==> src/rtl/simsamp_pkg.sv <==
package simsamp_pkg;
   typedef enum logic [1:0] {
      SEQ_IDLE = 2'd0,
      SEQ_ACQ  = 2'd1,
      SEQ_CONV = 2'd2
   } seq_state_t;
endpackage

==> src/rtl/strobe_edge.sv <==
// Registers the previous level of an active-low strobe and flags its edges.
module strobe_edge (
   input  logic clk,
   input  logic rst_n,
   input  logic lvl_n,
   output logic fell,
   output logic rose
);
   logic prev_q;

   always_ff @(posedge clk or negedge rst_n) begin
      if (!rst_n) prev_q <= 1'b1;
      else        prev_q <= lvl_n;
   end

   assign fell = prev_q & ~lvl_n;
   assign rose = ~prev_q & lvl_n;
endmodule

==> src/rtl/mask_port.sv <==
// Write port for the channel-enable mask; select and write combine by AND.
module mask_port #(
   parameter int W = 8
) (
   input  logic         clk,
   input  logic         rst_n,
   input  logic         sel_n,
   input  logic         wr_n,
   input  logic [W-1:0] din,
   output logic [W-1:0] mask_q
);
   logic strobe;
   assign strobe = ~sel_n & ~wr_n;

   always_ff @(posedge clk or negedge rst_n) begin
      if (!rst_n)      mask_q <= '0;
      else if (strobe) mask_q <= din;
   end
endmodule

==> src/rtl/low_pick.sv <==
// Finds the lowest set bit of a request vector.
module low_pick #(
   parameter int N   = 8,
   localparam int IW = (N > 1) ? $clog2(N) : 1
) (
   input  logic [N-1:0]  req,
   output logic          found,
   output logic [IW-1:0] idx,
   output logic [N-1:0]  onehot
);
   generate
      if (N == 1) begin : g_single
         assign found  = req[0];
         assign idx    = '0;
         assign onehot = req;
      end else begin : g_multi
         always_comb begin
            found  = 1'b0;
            idx    = '0;
            onehot = '0;
            for (int i = N - 1; i >= 0; i--) begin
               if (req[i]) begin
                  found  = 1'b1;
                  idx    = IW'(i);
                  onehot = '0;
                  onehot[i] = 1'b1;
               end
            end
         end
      end
   endgenerate
endmodule

==> src/rtl/result_file.sv <==
// One register per channel holding the most recent result.
module result_file #(
   parameter int N   = 8,
   parameter int DW  = 12,
   localparam int IW = (N > 1) ? $clog2(N) : 1
) (
   input  logic          clk,
   input  logic          rst_n,
   input  logic          we,
   input  logic [IW-1:0] widx,
   input  logic [DW-1:0] wdata,
   input  logic [IW-1:0] rsel,
   output logic [DW-1:0] rdata
);
   logic [DW-1:0] ent [N];

   generate
      for (genvar g = 0; g < N; g++) begin : g_ent
         always_ff @(posedge clk or negedge rst_n) begin
            if (!rst_n)                             ent[g] <= '0;
            else if (we && (widx == IW'(g)))        ent[g] <= wdata;
         end
      end
   endgenerate

   assign rdata = (int'(rsel) < N) ? ent[rsel] : '0;
endmodule

==> src/rtl/simsamp_seq.sv <==
module simsamp_seq #(
   parameter int CH_N      = 8,
   parameter int DATA_W    = 12,
   parameter int FIRST_LAT = 12,
   parameter int NEXT_LAT  = 3,
   localparam int IDX_W    = (CH_N > 1) ? $clog2(CH_N) : 1,
   localparam int FRM_W    = DATA_W - IDX_W,
   localparam int CNT_W    = $clog2(FIRST_LAT + NEXT_LAT) + 1
) (
   input  logic              clk,
   input  logic              rst_n,
   input  logic              conv_start_n,
   input  logic              bus_sel_n,
   input  logic              bus_wr_n,
   input  logic [CH_N-1:0]   bus_din,
   output logic              eoc,
   output logic [IDX_W-1:0]  eoc_chan,
   output logic [DATA_W-1:0] eoc_data,
   output logic              frame_busy,
   input  logic [IDX_W-1:0]  rd_sel,
   output logic [DATA_W-1:0] rd_data
);
   import simsamp_pkg::*;

   generate
      if (FIRST_LAT < 2)      begin : g_bad_first $error("FIRST_LAT must be at least 2"); end
      if (NEXT_LAT < 2)       begin : g_bad_next  $error("NEXT_LAT must be at least 2"); end
      if (FRM_W < 1)          begin : g_bad_dw    $error("DATA_W too narrow for CH_N"); end
   endgenerate

   logic              st_fell, st_rose;
   logic [CH_N-1:0]   mask_q;
   logic [CH_N-1:0]   pend_q;
   logic              pick_found;
   logic [IDX_W-1:0]  pick_idx;
   logic [CH_N-1:0]   pick_oh;
   seq_state_t        state_q;
   logic [CNT_W-1:0]  cnt_q;
   logic [FRM_W-1:0]  frame_q;
   logic              fire;
   logic [DATA_W-1:0] stub_word;

   strobe_edge u_edge (
      .clk   (clk),
      .rst_n (rst_n),
      .lvl_n (conv_start_n),
      .fell  (st_fell),
      .rose  (st_rose)
   );

   mask_port #(.W(CH_N)) u_mask (
      .clk    (clk),
      .rst_n  (rst_n),
      .sel_n  (bus_sel_n),
      .wr_n   (bus_wr_n),
      .din    (bus_din),
      .mask_q (mask_q)
   );

   low_pick #(.N(CH_N)) u_pick (
      .req    (pend_q),
      .found  (pick_found),
      .idx    (pick_idx),
      .onehot (pick_oh)
   );

   assign fire      = (state_q == SEQ_CONV) && (cnt_q == '0) && pick_found;
   assign stub_word = {frame_q, pick_idx};

   result_file #(.N(CH_N), .DW(DATA_W)) u_file (
      .clk   (clk),
      .rst_n (rst_n),
      .we    (fire),
      .widx  (pick_idx),
      .wdata (stub_word),
      .rsel  (rd_sel),
      .rdata (rd_data)
   );

   always_ff @(posedge clk or negedge rst_n) begin
      if (!rst_n) begin
         state_q    <= SEQ_IDLE;
         cnt_q      <= '0;
         pend_q     <= '0;
         frame_q    <= '0;
         frame_busy <= 1'b0;
         eoc        <= 1'b0;
         eoc_chan   <= '0;
         eoc_data   <= '0;
      end else begin
         eoc <= 1'b0;
         unique case (state_q)
            SEQ_IDLE: begin
               if (st_fell) begin
                  state_q    <= SEQ_ACQ;
                  frame_busy <= 1'b1;
                  pend_q     <= mask_q;
               end
            end
            SEQ_ACQ: begin
               if (st_rose) begin
                  state_q <= SEQ_CONV;
                  cnt_q   <= CNT_W'(FIRST_LAT - 1);
               end
            end
            SEQ_CONV: begin
               if (cnt_q != '0) begin
                  cnt_q <= cnt_q - 1'b1;
               end else if (pick_found) begin
                  eoc      <= 1'b1;
                  eoc_chan <= pick_idx;
                  eoc_data <= stub_word;
                  pend_q   <= pend_q & ~pick_oh;
                  if ((pend_q & ~pick_oh) == '0) begin
                     state_q    <= SEQ_IDLE;
                     frame_busy <= 1'b0;
                     frame_q    <= frame_q + 1'b1;
                  end else begin
                     cnt_q <= CNT_W'(NEXT_LAT - 1);
                  end
               end else begin
                  state_q    <= SEQ_IDLE;
                  frame_busy <= 1'b0;
                  frame_q    <= frame_q + 1'b1;
               end
            end
            default: state_q <= SEQ_IDLE;
         endcase
      end
   end
endmodule

==> config.mk <==
export PLATFORM = sky130hd
export DESIGN_NAME = simsamp_seq
export DESIGN_NICKNAME = d
export VERILOG_FILES = /design/src/rtl/simsamp_pkg.sv /design/src/rtl/strobe_edge.sv /design/src/rtl/mask_port.sv /design/src/rtl/low_pick.sv /design/src/rtl/result_file.sv /design/src/rtl/simsamp_seq.sv
export SDC_FILE = /design/constraint.sdc
export NUM_CORES = 1
export LEC_CHECK = 0
export BUFFER_PORTS_ARGS = -buffer_cell sky130_fd_sc_hd__clkbuf_2
export CAP_MARGIN = 20
export CORE_UTILIZATION = 65
export DETAILED_ROUTE_END_ITERATION = 8
export PLACE_DENSITY = 0.85
export SYNTH_ARGS = -nofsm -noshare
export SYNTH_HDL_FRONTEND = slang
export SYNTH_SLANG_ARGS = --single-unit
==> constraint.sdc <==
create_clock -name clk -period 4.3 [get_ports clk]
set_input_delay 0 -clock clk [delete_from_list [all_inputs] [get_ports clk]]
set_output_delay 0 -clock clk [all_outputs]
set_load 0.05 [all_outputs]
=== After elaboration in Yosys (flattened, before gate mapping) ===
Index checks and enable logic that the tools add are counted.

* Logic and storage cells: 124
* Input port bits: 16
* Bits in registers: 146
* Output and inout bits: 29

* Reduce and logical (&&, ||, !) cells: 23
* Muxes and demuxes: 52
* Bitwise gates (word level): 11
* Add/sub/neg operators: 2
* Order comparisons: 1
* Equal/unequal tests: 17

{| class="wikitable"
|+ Operators with widths
! kind !! count
|-
| $mux 8 || 11
|-
| $bmux 12 s3 || 1
|-
| $mux 12 || 2
|-
| $mux 3 || 8
|-
| $mux 5 || 4
|-
| $mux 9 || 2
|-
| $pmux 8 s2 || 1
|-
| $reduce_and 4->1 || 4
|-
| $mux 1 || 15
|-
| $eq 3x3->1 const B || 4
|-
| $logic_and 1x1->1 || 10
|-
| $mux 2 || 5
|-
| $pmux 5 s2 || 1
|-
| $add 9x1->9 const B || 1
|-
| $and 8x8->8 || 1
|-
| $logic_not 8->1 || 1
|-
| $ne 2x2->1 const B || 4
|-
| $not 8->8 || 1
|-
| $eq 3x2->1 const B || 2
|-
| $ne 3x2->1 const B || 2
|-
| $pmux 2 s3 || 1
|-
| $reduce_and 3->1 || 2
|-
| $logic_not 5->1 || 1
|-
| $not 1->1 || 5
|-
| 14 further kinds || 17
|}

=== Logic depth before layout (Yosys ltp) ===
* Depth in word-level cells: 15
* Gate-level depth with buffers: 8
* Depth with buffers taken out: 7

=== Cells and area by module ===
Synthesis repeated with hierarchy kept, for this count alone.

* Cells, all modules: 457
* Area total of the unflattened synthesis: 6777.8 um2

{| class="wikitable"
|+ Modules (own cells, without submodules)
! module !! area each (um2) !! instances !! seq. area each (um2) !! cells an instance
|-
| result_file || 4414.2 || 1 || 2402.3 || 251
|-
| simsamp_seq || 1875.5 || 1 || 950.9 || 163
|-
| mask_port || 301.5 || 1 || 200.2 || 17
|-
| low_pick || 145.1 || 1 || 0.0 || 23
|-
| strobe_edge || 41.3 || 1 || 26.3 || 3
|}

=== Worst setup path after synthesis ===
No wires, ideal clock.

* Path kind: register to register
* Start point: register cnt_q[0]
* End point: register u_file.ent[28] (netlist bit)
* Buffers on the path: 1
* Period minus slack after synthesis: 2190 ps
* Setup time: 128 ps
* Stages on the path, launching flop included: 8
* Arrival time: 2063 ps
* Slack: 2110 ps
* Data required time: 4172 ps
* Cells stage by stage: dfrtp_1 inv_1 ha_1 nor4b_2 nand2_1 or4_4 buf_2 mux2_1

* Cells in the longest elaborated chain, start to end: 4

{| class="wikitable"
|+ Ends and longest elaborated chain
! element !! RTL line !! text
|-
| start, declared || simsamp_seq.sv:38 || <nowiki>logic [CNT_W-1:0] cnt_q;</nowiki>
|-
| start signal, assigned || simsamp_seq.sv:103 || <nowiki>cnt_q <= CNT_W'(FIRST_LAT - 1);</nowiki>
|-
| start signal, assigned || simsamp_seq.sv:108 || <nowiki>cnt_q <= cnt_q - 1'b1;</nowiki>
|-
| start signal, assigned || simsamp_seq.sv:119 || <nowiki>cnt_q <= CNT_W'(NEXT_LAT - 1);</nowiki>
|-
| $logic_not 5->1 || simsamp_seq.sv:67 || <nowiki>assign fire = (state_q == SEQ_CONV) && (cnt_q == '0) && pick_found;</nowiki>
|-
| $logic_and 1x1->1 (2 in a row) || simsamp_seq.sv:67 ||
|-
| $logic_and 1x1->1 || result_file.sv:21 || <nowiki>else if (we && (widx == IW'(g))) ent[g] <= wdata;</nowiki>
|-
| end signal, assigned by index || result_file.sv:21 ||
|-
| end, declared || result_file.sv:15 || <nowiki>logic [DW-1:0] ent [N];</nowiki>
|}

Every way passes these cells.
A chain may end at the register's enable or synchronous reset.

=== Worst setup path after layout ===
* Start point: register state_q[0]
* End point: register u_file.ent[11] (netlist bit)

* Cells in the longest elaborated chain, start to end: 4

{| class="wikitable"
|+ Ends and longest elaborated chain
! element !! RTL line !! text
|-
| start, declared || simsamp_seq.sv:37 || <nowiki>seq_state_t state_q;</nowiki>
|-
| start signal, assigned || simsamp_seq.sv:82 || <nowiki>state_q <= SEQ_IDLE;</nowiki>
|-
| start signal, assigned || simsamp_seq.sv:95 || <nowiki>state_q <= SEQ_ACQ;</nowiki>
|-
| start signal, assigned || simsamp_seq.sv:102 || <nowiki>state_q <= SEQ_CONV;</nowiki>
|-
| $eq 2x2->1 || simsamp_seq.sv:67 ||
|-
| $logic_and 1x1->1 (2 in a row) || simsamp_seq.sv:67 ||
|-
| $logic_and 1x1->1 || result_file.sv:21 ||
|}

Every way passes these cells.

==> impl_metrics.tcl <==
set metrics [dict create \
    netlist.area_leader.share 0.545 \
    drv_slew 0 \
    max-cap-violations 0 \
    cp_data_arrival_time_ns 3.49 \
    status "finished, final reports clean" \
    timing.rr.end "u_file.ent[11]" \
    initial_utilization 0.670 \
    path_class "reg -> reg" \
    finalClockSkew_ns 0.0119 \
    dp_hpwl_um 7980 \
    cts_tree "yes" \
    syn-num-nets 488 \
    comb_power_share 0.193 \
    clk_path_buf_depth 2 \
    netlist_instances 467 \
    path_clk_slew_ns 0.06 \
    worstSetupEndpointType "flip-flop" \
    ys_ff_latch 143 \
    htreeDepth 4 \
    overflow 0 \
    hold_viol 0 \
    cp.required_ns 4.70 \
    fp.dieH_um 102 \
    io_buffers 44 \
    power_mw 3.38 \
    n_antenna_cell 0 \
    drive_above_1_share 0.388 \
    drc 0 \
    r2r_cells 6 \
    root_buffer "clkbuf_8" \
    place_area_um2 6750 \
    power_density_nw_per_um2 457 \
    post-place-ws_ns 1.26 \
    setup_viol 0 \
    pin_count 45 \
    fin_ws_ns 1.21 \
    area_growth_pct 13.7 \
    clkSinkCount 143 \
    fmax_mhz 323 \
    seq_area_frac_synth 0.549 \
    vdd_ir_drop_max_mv 0.376 \
    grt_max_degree 93 \
    cp-start-kind "flip-flop" \
    clockPowerShare 0.360 \
    p_seq_frac 0.447 \
    nets 533 \
    first_pass_iters 4 \
    stdcell_area_um2 7410 \
    switching_share 0.289 \
    r2r_slack_ns 1.21 \
    p_leak_nw 3.69 \
    period_needed_ns 3.09 \
    wl_per_cell_um 20.0 \
    grt_usage 0.285 \
    netlist_area_um2 6520 \
    coreArea_um2 9730 \
    ys_top_cells_by_area "dfrtp_1 55%, mux2_2 16%, mux4_2 8.3%" \
    worstPathCellList "inv_1 -> ha_1 -> and2_1 -> nand3_1 -> nor2_1 -> mux2_2" \
    cts.repair.resized 0 \
    rows 36 \
    routed_wl_um 13100 \
    intPower_mw 2.40 \
    yosysWarningCount 0 \
    grt_pass1_vias 4243 \
    cts_buffers 17 \
    synth-edff-count 0 \
    synth_top_cell_by_area "dfrtp_1" \
    clock_latency_ns 0.52 \
    drt_iter0_markers 140 \
    finalCritPeriodShare 0.719 \
    die_width_um 102 \
    ys.flop_type "dfrtp_1" \
    tightest_slew_ns 1.06 \
    yosys.cell_types.count 53 \
    worstReg2RegStart "state_q[0]" \
    hp-class "in -> async" \
    crit_buf_inv 1 \
    syn_area_per_cell_um2 14.0 \
    timing.hold.ws_ns 0.116 \
    finalSetupTns_ns 0 \
    relSlewSlack 0.292 \
    gp_congestion 0.835 \
    antenna_found_initial 0 \
    crit_family "simple AND/OR/NAND/NOR gates" \
    synthArstFlopShare 1.00 \
    viasPerCell 6.02 \
    p_sw_mw 0.980 \
    rsz0062_at_grt "false" \
    crit_slowest_cell "nor2_1" \
    crit_fanout 22 \
    die_area_um2 10400 \
    drtAntennaViolNets 0 \
    critPathMaxStageDelay_ns 0.82 \
    detailroute.via_count 3940 \
    grt_pass1_wl_um 21600 \
]
[cell usage after synthesis, types with 2 or more instances]
master / instances
buf_1: 6
mux2_2: 94
a21o_1: 2
nand3_1: 9
nand2_1: 18
buf_2: 6
o21ai_0: 10
inv_1: 8
a21oi_1: 4
a21boi_0: 2
nor2b_1: 3
mux2_1: 9
buf_6: 2
nand2b_1: 13
clkbuf_1: 21
ha_1: 5
mux4_2: 24
or4_4: 2
dfrtp_1: 142
o31ai_1: 2
buf_4: 3
and2_1: 13
nor3_1: 6
xor2_1: 7
or2_2: 3
nor2_1: 18
a22o_1: 5
a221o_1: 3
nor4_2: 3
[timing repair]
action	CTS	global route
buffers inserted	0	0
hold buffers	18	0
endpoints found under the hold margin	101	0
[worst max-delay path by stage]
stage                     startpoint              to  slack, ns  cells after the start
after global placement    state_q[0]   u_file.ent[9]       1.43                      6
after detailed placement  state_q[0]  u_file.ent[11]       1.26                      6
after CTS                 state_q[0]  u_file.ent[11]       1.25                      6
final                     state_q[0]  u_file.ent[11]       1.21                      6
after global routing      state_q[0]  u_file.ent[11]       0.96                      6
after floorplan             cnt_q[0]  u_file.ent[28]       2.11                      7
[state kept, by name (all words and copies together), names as in the netlist, 2 cells and up]
register       flops
u_file.ent        96
eoc_data          10
frame_q            9
pend_q             8
u_mask.mask_q      8
cnt_q              5
eoc_chan           2
state_q            2
[final cells by class]
| cell class | instances | area (µm²) |
|---|---|---|
| inverters | 8 | 30.0 |
| repair buffers | 64 | 422 |
| well taps | 133 | 166 |
| flip-flops and latches | 143 | 3580 |
| multi-input cells | 278 | 2730 |
| clock inverters | 2 | 10.0 |
| clock buffers | 26 | 468 |
| fillers | 581 | 2320 |
[placed cells by master, fill, tap and decap left out, types with 2 or more instances in the layout]
cell / count
clkbuf_16: 16
mux2_1: 9
or4_4: 2
nor2b_1: 3
clkbuf_1: 7
clkinv_2: 2
ha_1: 5
clkbuf_2: 43
nor4_2: 3
a221o_1: 3
a21boi_0: 2
a21oi_1: 4
and2_1: 13
or2_2: 3
o21ai_0: 10
a21o_1: 2
dfrtp_1: 142
inv_1: 8
a22o_1: 5
nor2_1: 18
nand3_1: 9
nand2b_1: 13
nand2_1: 18
dlygate4sd3_1: 18
mux4_2: 24
buf_4: 2
xor2_1: 7
clkbuf_8: 3
mux2_2: 94
o31ai_1: 2
nor3_1: 6
[cells by family (layout without fill, tap and decap cells)]
group,count (synthesis),in the layout,share of synthesized area
buffers and inverters,46,100,0.0317
AND/OR/NAND/NOR,94,94,0.0801
AO/OA/AOI/OAI,42,42,0.0538
multiplexers,128,128,0.263
adder cells (fa/ha/maj),6,6,0.0111
flip-flops,143,143,0.549
XOR/XNOR,8,8,0.0108
[routing by layer]
layer  global-route usage  vias up  part of all wire
li1                     -     1768                 -
met1                0.358     2053              0.43
met2                0.478      105              0.53
met3               0.0841       14             0.035
met4               0.0945        0             0.013
met5                    0        -                 0
[power by group through the flow]
stage,Sequential [mW],Clock (mW),Combinational [mW]
final,1.51,1.22,0.653
after global routing,1.52,1.29,0.717
after CTS,1.51,1.24,0.640
after detailed placement,1.53,0,0.611
after global placement,1.53,0,0.584
after floorplan,1.49,0,0.526
[stage by stage]
step / util / std cells
finish: 0.761 / 654
global route: 0.761 / 654
CTS: 0.761 / 654
detailed placement: 0.694 / 608
global placement: 0.694 / 608
floorplan: - / 467
No activity file was read; power rests on OpenSTA's default activity.
